**src/rtl/hsd_pkg.sv**
```systemverilog
package hsd_pkg;
    typedef enum logic [2:0] {
        ST_IDLE,
        ST_ADDR,
        ST_CODE_ACK,
        ST_CODE_END,
        ST_PASS
    } hsd_state_e;

    localparam int BYTE_W = 8;
    localparam int TAG_W  = 5;
    localparam logic [TAG_W-1:0] HS_TAG = 5'b00001;
endpackage

```
**src/rtl/hsd_cond_det.sv**
```systemverilog
module hsd_cond_det (
    input  logic clk,
    input  logic rst_n,
    input  logic scl,
    input  logic sda,
    output logic start_p,
    output logic stop_p,
    output logic rise_p,
    output logic fall_p
);
    logic scl_q;
    logic sda_q;

    // History starts idle-high so reset never yields a condition
    always_ff @(posedge clk) begin
        if (!rst_n) begin
            scl_q <= 1'b1;
            sda_q <= 1'b1;
        end else begin
            scl_q <= scl;
            sda_q <= sda;
        end
    end

    assign start_p = scl & scl_q & sda_q & ~sda;
    assign stop_p  = scl & scl_q & ~sda_q & sda;
    assign rise_p  = scl & ~scl_q;
    assign fall_p  = ~scl & scl_q;
endmodule

```
**src/rtl/hsd_bit_shift.sv**
```systemverilog
module hsd_bit_shift #(
    parameter int W     = 8,
    parameter int TAG_W = 5,
    parameter logic [TAG_W-1:0] TAG = '0
) (
    input  logic clk,
    input  logic rst_n,
    input  logic clr,
    input  logic rise,
    input  logic bit_in,
    output logic byte_done,
    output logic tag_hit
);
    localparam int CNT_W = $clog2(W + 1);
    localparam logic [CNT_W-1:0] LAST = CNT_W'(W - 1);
    localparam logic [CNT_W-1:0] FULL = CNT_W'(W);

    // Only W-1 bits are kept: the final bit is never part of the tag
    logic [W-2:0]     shreg;
    logic [CNT_W-1:0] cnt;

    always_ff @(posedge clk) begin
        if (!rst_n || clr) begin
            shreg <= '0;
            cnt   <= '0;
        end else if (rise && cnt != FULL) begin
            shreg <= {shreg[W-3:0], bit_in};
            cnt   <= cnt + 1'b1;
        end
    end

    assign byte_done = rise && (cnt == LAST);
    assign tag_hit   = byte_done && (shreg[W-2:W-1-TAG_W] == TAG);
endmodule

```
**src/rtl/hs_code_detect.sv**
```systemverilog
module hs_code_detect
    import hsd_pkg::*;
(
    input  logic clk,
    input  logic rst_n,
    input  logic scl_in,
    input  logic sda_in,
    output logic hs_mode,
    output logic ack_block
);
    logic start_p, stop_p, rise_p, fall_p;
    logic byte_done, tag_hit;
    hsd_state_e state_q, state_d;
    logic hs_d;

    hsd_cond_det u_cond (
        .clk     (clk),
        .rst_n   (rst_n),
        .scl     (scl_in),
        .sda     (sda_in),
        .start_p (start_p),
        .stop_p  (stop_p),
        .rise_p  (rise_p),
        .fall_p  (fall_p)
    );

    hsd_bit_shift #(
        .W     (BYTE_W),
        .TAG_W (TAG_W),
        .TAG   (HS_TAG)
    ) u_shift (
        .clk       (clk),
        .rst_n     (rst_n),
        .clr       (start_p),
        .rise      (rise_p),
        .bit_in    (sda_in),
        .byte_done (byte_done),
        .tag_hit   (tag_hit)
    );

    // Next-state and mode decision
    always_comb begin
        state_d = state_q;
        hs_d    = hs_mode;
        if (stop_p) begin
            state_d = ST_IDLE;
            hs_d    = 1'b0;
        end else if (start_p) begin
            state_d = ST_ADDR;
        end else begin
            unique case (state_q)
                ST_IDLE:     state_d = ST_IDLE;
                ST_ADDR: begin
                    if (byte_done) begin
                        if (tag_hit && !hs_mode) begin
                            state_d = ST_CODE_ACK;
                            hs_d    = 1'b1;
                        end else begin
                            state_d = ST_PASS;
                        end
                    end
                end
                ST_CODE_ACK: if (rise_p) state_d = ST_CODE_END;
                ST_CODE_END: if (fall_p) state_d = ST_PASS;
                ST_PASS:     state_d = ST_PASS;
                default:     state_d = ST_IDLE;
            endcase
        end
    end

    // State register
    always_ff @(posedge clk) begin
        if (!rst_n) begin
            state_q <= ST_IDLE;
            hs_mode <= 1'b0;
        end else begin
            state_q <= state_d;
            hs_mode <= hs_d;
        end
    end

    // Outputs
    always_comb begin
        unique case (state_q)
            ST_CODE_ACK, ST_CODE_END: ack_block = 1'b1;
            default:                  ack_block = 1'b0;
        endcase
    end
endmodule

```
**config.mk**
```make
export PLATFORM = sky130hd
export DESIGN_NAME = hs_code_detect
export DESIGN_NICKNAME = d
export VERILOG_FILES = /design/src/rtl/hsd_pkg.sv /design/src/rtl/hsd_cond_det.sv /design/src/rtl/hsd_bit_shift.sv /design/src/rtl/hs_code_detect.sv
export SDC_FILE = /design/constraint.sdc
export NUM_CORES = 1
export LEC_CHECK = 0
export BUFFER_PORTS_ARGS = -buffer_cell sky130_fd_sc_hd__buf_4
export CAP_MARGIN = 5
export CORE_MARGIN = 4
export CORE_UTILIZATION = 56
export DETAILED_ROUTE_END_ITERATION = 8
export HOLD_SLACK_MARGIN = 0.06
export MAX_ROUTING_LAYER = met4
export PLACE_DENSITY = 0.77
export SYNTH_ARGS = -nofsm -noshare
export SYNTH_HDL_FRONTEND = slang
export SYNTH_HIERARCHICAL = 1
export SYNTH_SLANG_ARGS = --single-unit
```
**constraint.sdc**
```tcl
create_clock -name clk -period 1.8 [get_ports clk]
set_input_delay 0.09 -clock clk [delete_from_list [all_inputs] [get_ports clk]]
set_output_delay 0.09 -clock clk [all_outputs]
set_load 0.01 [all_outputs]
```
### After elaboration in Yosys (flattened, before gate mapping)

Cells that the tools add are included.

| cells by class | value |
|---|---|
| $add $sub $neg | 1 |
| equality and inequality tests | 13 |
| multiplexer cells | 7 |
| bitwise logic cells | 13 |
| reduce and logical (&&, ||, !) cells | 13 |

Operators with widths:

| operator | count |
|---|---|
| $mux W3 | 4 |
| $pmux W3 S4 | 1 |
| $and A1 B1 Y1 | 7 |
| $eq A3 B2 Y1 const B | 2 |
| $ne A3 B1 Y1 const B | 2 |
| $not A1 Y1 | 6 |
| $reduce_and A3 Y1 | 2 |
| $eq A5 B1 Y1 const B | 1 |
| $add A4 B1 Y4 const B | 1 |
| $eq A4 B3 Y1 const B | 1 |
| $logic_and A1 B1 Y1 | 4 |
| $ne A2 B1 Y1 const B | 2 |
| $ne A4 B4 Y1 const B | 1 |
| $reduce_and A4 Y1 | 1 |
| $reduce_or A2 Y1 | 2 |
| $eq A3 B1 Y1 const B | 1 |
| $eq A3 B3 Y1 const B | 1 |
| $ne A3 B2 Y1 const B | 1 |
| $reduce_or A3 Y1 | 1 |
| $logic_not A1 Y1 | 2 |
| $mux W1 | 2 |
| $ne A2 B2 Y1 const B | 1 |
| $logic_or A1 B1 Y1 | 1 |

| storage, ports and cells | value |
|---|---|
| register bits after elaboration | 17 |
| bits of input ports | 4 |

### Longest topological paths before layout

| logic depth | value |
|---|---|
| depth in word-level cells | 9 |
| mapped depth | 7 |
| mapped depth without buffers | 7 |

### Cells and area by module

The synthesis kept the hierarchy.

Modules (own cells, without submodules):

| module | instances | cells each | area an instance (sq um) | sequential area each (sq um) |
|---|---|---|---|---|
| hsd_bit_shift | 1 | 52 | 495.5 | 220.2 |
| hs_code_detect | 1 | 24 | 222.7 | 80.1 |
| hsd_cond_det | 1 | 8 | 85.1 | 40.0 |

### Worst setup path before layout

Ideal clock, no wire load.

| path | value |
|---|---|
| kind | register to register |
| from | register u_cond.scl_q |
| to | register state_q[1] |
| library setup time | 92 ps |
| data arrival time | 1472 ps |
| required time | 1708 ps |
| path slack | 236 ps |
| cell stages (with the launch flop) | 8 |
| path buffers | 0 |
| clock period less this slack | 1564 ps |
| path through | dfxtp_1 nor2b_1 nand2_1 nor3b_1 nor3b_2 nor2b_1 a31oi_1 nor4_1 |

| on the way | value |
|---|---|
| cells in the longest elaborated chain, start to end | 8 |
| elaborated cells between the ends (all ways) | 19 |
| those cells by class | eq/ne (3); mux (3); bitwise (8); reduce/logical (5) |

Ends and longest elaborated chain:

| item | line | source |
|---|---|---|
| start, declared | hsd_cond_det.sv:11 | `logic scl_q;` |
| start signal, assigned | hsd_cond_det.sv:20 | `scl_q <= scl;` |
| $not A1 Y1 | hsd_cond_det.sv:27 | `assign rise_p = scl & ~scl_q;` |
| $and A1 B1 Y1 | hsd_cond_det.sv:27 |  |
| via rise_p | hs_code_detect.sv:11 | `logic start_p, stop_p, rise_p, fall_p;` |
| $logic_and A1 B1 Y1 | hsd_bit_shift.sv:32 | `assign byte_done = rise && (cnt == LAST);` |
| via byte_done | hs_code_detect.sv:12 | `logic byte_done, tag_hit;` |
| $logic_and A1 B1 Y1 | hsd_bit_shift.sv:33 | `assign tag_hit = byte_done && (shreg[W-2:W-1-TAG_W] == TAG);` |
| via tag_hit | hs_code_detect.sv:12 |  |
| $logic_and A1 B1 Y1 | hs_code_detect.sv:55 | `if (tag_hit && !hs_mode) begin` |
| $mux W3 | hs_code_detect.sv:55 |  |
| $mux W3 | hs_code_detect.sv:54 | `if (byte_done) begin` |
| $pmux W3 S4 | hs_code_detect.sv:51 | `unique case (state_q)` |
| end signal, assigned | hs_code_detect.sv:77 | `state_q <= state_d;` |
| end, declared | hs_code_detect.sv:13 | `hsd_state_e state_q, state_d;` |

The timed path passes the listed nets, and every way through them passes these cells. The select of a mux whose other input is x is not followed.
A chain may end at the register's enable or synchronous reset.

### Final worst setup path

| path | value |
|---|---|
| from | register u_shift.cnt[0] |
| to | register state_q[1] |

| on the way | value |
|---|---|
| cells in the longest elaborated chain, start to end | 7 |
| elaborated cells between the ends (all ways) | 9 |
| those cells by class | eq/ne (2); mux (3); reduce/logical (4) |

Ends and longest elaborated chain:

| item | line | source |
|---|---|---|
| start, declared | hsd_bit_shift.sv:20 | `logic [CNT_W-1:0] cnt;` |
| start signal, assigned | hsd_bit_shift.sv:28 | `cnt <= cnt + 1'b1;` |
| $eq A4 B3 Y1 | hsd_bit_shift.sv:32 |  |
| $logic_and A1 B1 Y1 | hsd_bit_shift.sv:32 |  |
| via byte_done | hs_code_detect.sv:12 |  |
| $logic_and A1 B1 Y1 | hsd_bit_shift.sv:33 |  |
| via tag_hit | hs_code_detect.sv:12 |  |
| $logic_and A1 B1 Y1 | hs_code_detect.sv:55 |  |
| $mux W3 | hs_code_detect.sv:55 |  |
| $mux W3 | hs_code_detect.sv:54 |  |
| $pmux W3 S4 | hs_code_detect.sv:51 |  |

The timed path passes the listed nets, and every way through them passes these cells. The select of a mux whose other input is x is not followed.

==> results.ini <==
[run_status]
outcome = finished clean

[synth]
yosysMostFrequentCell = dfxtp_1
synth_largest_area_cell = dfxtp_1
ys_ff_latch = 17
synth_top_area_share_pct = 42.4
synth_area_leaders = dfxtp_1 (42%), mux2i_1 (12%), nand2_1 (7.0%), nor2b_1 (4.7%), ha_1 (3.1%)
synth_cell_type_count = 28
syn_inst = 84
seq_area_frac_synth_pct = 42.4
yosys_warnings = 6
avgSynthCellArea_um2 = 9.56
netlist_area_um2 = 803
ys.flop_type = dfxtp_1
synth_edf_count = 0
synth_common_cells = dfxtp_1 (17), nand2_1 (15), mux2i_1 (10), nor2b_1 (6)
synth-async-reset-ratio_pct = 0
synth_nets = 90

[worst_setup_path]
crit_family = simple AND/OR/NAND/NOR gates
crit_fanout = 4
path_buf_inv = 0
cp_slowest_cell = dfxtp_1
worstPathRequired_ps = 1990
critPathKind = flip-flop to flip-flop
critPathArrivalTime_ps = 1790
start_kind = flip-flop
crit_chain = ha_1, nand2_1, nor3b_2, nor3b_2, nor2b_1, a31oi_1, nor4_1
max_stage_delay_ps = 400
end_kind = flip-flop
crit_top_cell = nor3b_2

[die]
die_h_um = 45.9
start_util_pct = 60.2
dieArea_um2 = 2100
rows = 13
fp.coreArea_um2 = 1330
io_pins = 6
die_width_um = 45.9

[sta]
worstMarginPinSlew_ps = 234
fmax_mhz = 625
finalClockSkew_ps = 7.08
finalCritPeriodShare_pct = 89.0
setup_viol = 0
fin_hold_ws_ps = 284
grt_setup_unrepaired = no
hold_violations = 0
slew_viol_final = 0
min_period_ps = 1600
slew_headroom_pct = 84.3
tns_ps = 0

[grt]
grt_antenna_before_repair = 0
grtUsageMet2_pct = 28.3
grt_pass1_vias = 615
grt_use_total_pct = 17.5
top_usage_layer = met2
grt_pass1_wl_um = 2560
grt_max_degree = 13
globalRouteMet3Util_pct = 3.56
grt_overflow_total = 0
grt_use_met1_pct = 20.5

[clocking]
post_cts_buffers = 0
clk_latency_ps = 280
cts_tree = built
clk_pin_slew_ps = 100
clock_sinks = 17
htree_levels = 1
root_buffer = clkbuf_4
clockBufferDepth = 2
cts_buffers = 3

[place]
placedCellCount = 106
place.gp.congestion = 0.826
hpwl_um = 1020
numPortBuffers = 5

[finish]
seq_area_um2 = 340
drive_above_1_share_pct = 19.4
syn2layout_area_growth_pct = 17.3
final_cells = 113
multi_input_area_um2 = 447
post-route-util_pct = 70.6
nets = 105
n_fill_cell = 116
n_antenna_cell = 0

[power]
leakage_nw = 0.418
ir_worst_vdd_v = 0.000570
p_per_area_nw_per_um2 = 685
intPower_uw = 493
pwr-share-clk_pct = 31.2
p_sw_uw = 153
switching_share_pct = 23.7
combPwrFrac_pct = 8.8
p_seq_share_pct = 60.0

[route]
ant_nets = 0
drt-vias-per-instance = 5.50
first_pass_iters = 4
drt_wl_total_um = 1410
num_vias = 621
drt_iter0_markers = 9
wire_per_inst_um = 12.5
drc = 0

[worst_hold_path]
hold_path_class = primary input to flip-flop

[run]
drv_cap = 0

## worst min-delay path, stage by stage
cell     delay, ps
buf_4          100
nor2b_1         70
a32oi_1        190
a21oi_1         80
## per-stage QoR
stage / power, mW / setup slack [ps] / instance area, um2
floorplan: 0.429 / 236 / 803
global placement: 0.445 / 252 / 877
detailed placement: 0.446 / 132 / 877
global route: 0.686 / 49.6 / 942
CTS: 0.656 / 97.5 / 935
finish: 0.646 / 199 / 942
## power groups by stage
stage,registers (mW),logic (mW),clock network (mW)
global route,0.388,0.0642,0.234
CTS,0.387,0.0567,0.212
floorplan,0.394,0.0348,0
global placement,0.395,0.0500,0
detailed placement,0.395,0.0510,0
finish,0.387,0.0571,0.201
## repair_timing
action	4_1_cts	5_1_grt
endpoints found under the hold margin	2	0
endpoints found under the setup margin	0	2
resized for setup	0	2
hold buffers	3	0
## registers in the layout (all words and copies together), names as in the netlist
| register | cells |
|---|---|
| state_q | 3 |
| u_shift/cnt | 4 |
| u_cond/scl_q | 1 |
| u_shift/shreg | 7 |
| hs_mode | 1 |
| u_cond/sda_q | 1 |
## final timing paths
| path | from | end | slack (ps) | depth (start not counted) |
|---|---|---|---|---|
| setup / recovery | u_shift/cnt[0] | state_q[1] | 200 | 7 |
| hold / removal | scl_in | state_q[2] | 280 | 4 |
| setup reg to reg | u_shift/cnt[0] | state_q[1] | 200 | 7 |
| hold reg to reg | state_q[2] | state_q[1] | 470 | 1 |
## placed cells by master, fill, tap and decap left out, types with 2 or more instances in the layout
cell type | synthesis | layout
clkbuf_4 | 0 | 3
nor3b_2 | 1 | 2
mux2i_1 | 10 | 10
nand2b_1 | 4 | 4
nand2_1 | 15 | 15
ha_1 | 2 | 2
and2b_1 | 2 | 2
and4b_1 | 2 | 2
dfxtp_1 | 17 | 17
buf_4 | 1 | 9
nor2_1 | 4 | 4
nor2b_1 | 6 | 5
a21oi_1 | 2 | 2
inv_1 | 3 | 3
dlygate4sd3_1 | 0 | 3
## logic make-up (layout without fill, tap and decap cells)
family | after synthesis | after routing | synth area share, %
simple gates | 42 | 42 | 31.3
flops | 17 | 17 | 42.4
mux | 10 | 10 | 12.5
compound gates | 7 | 7 | 6.70
buf+inv | 5 | 19 | 2.96
fa+ha+maj | 2 | 2 | 3.11
xor+xnor | 1 | 1 | 1.09
## layout make-up
type | count | area share, %
multi-input cells | 62 | 47.4
flip-flops and latches | 17 | 36.1
repair buffers | 12 | 10.4
clock buffers | 3 | 2.39
well taps | 15 | 1.99
inverters | 3 | 1.20
clock inverters | 1 | 0.531
## layer usage
layer	part of all wire (%)	up-vias
met3	4.7	2
met2	47	13
li1	-	320
met5	0	-
met1	47	286
met4	0.85	0
No activity file was read; power rests on OpenSTA's default activity.
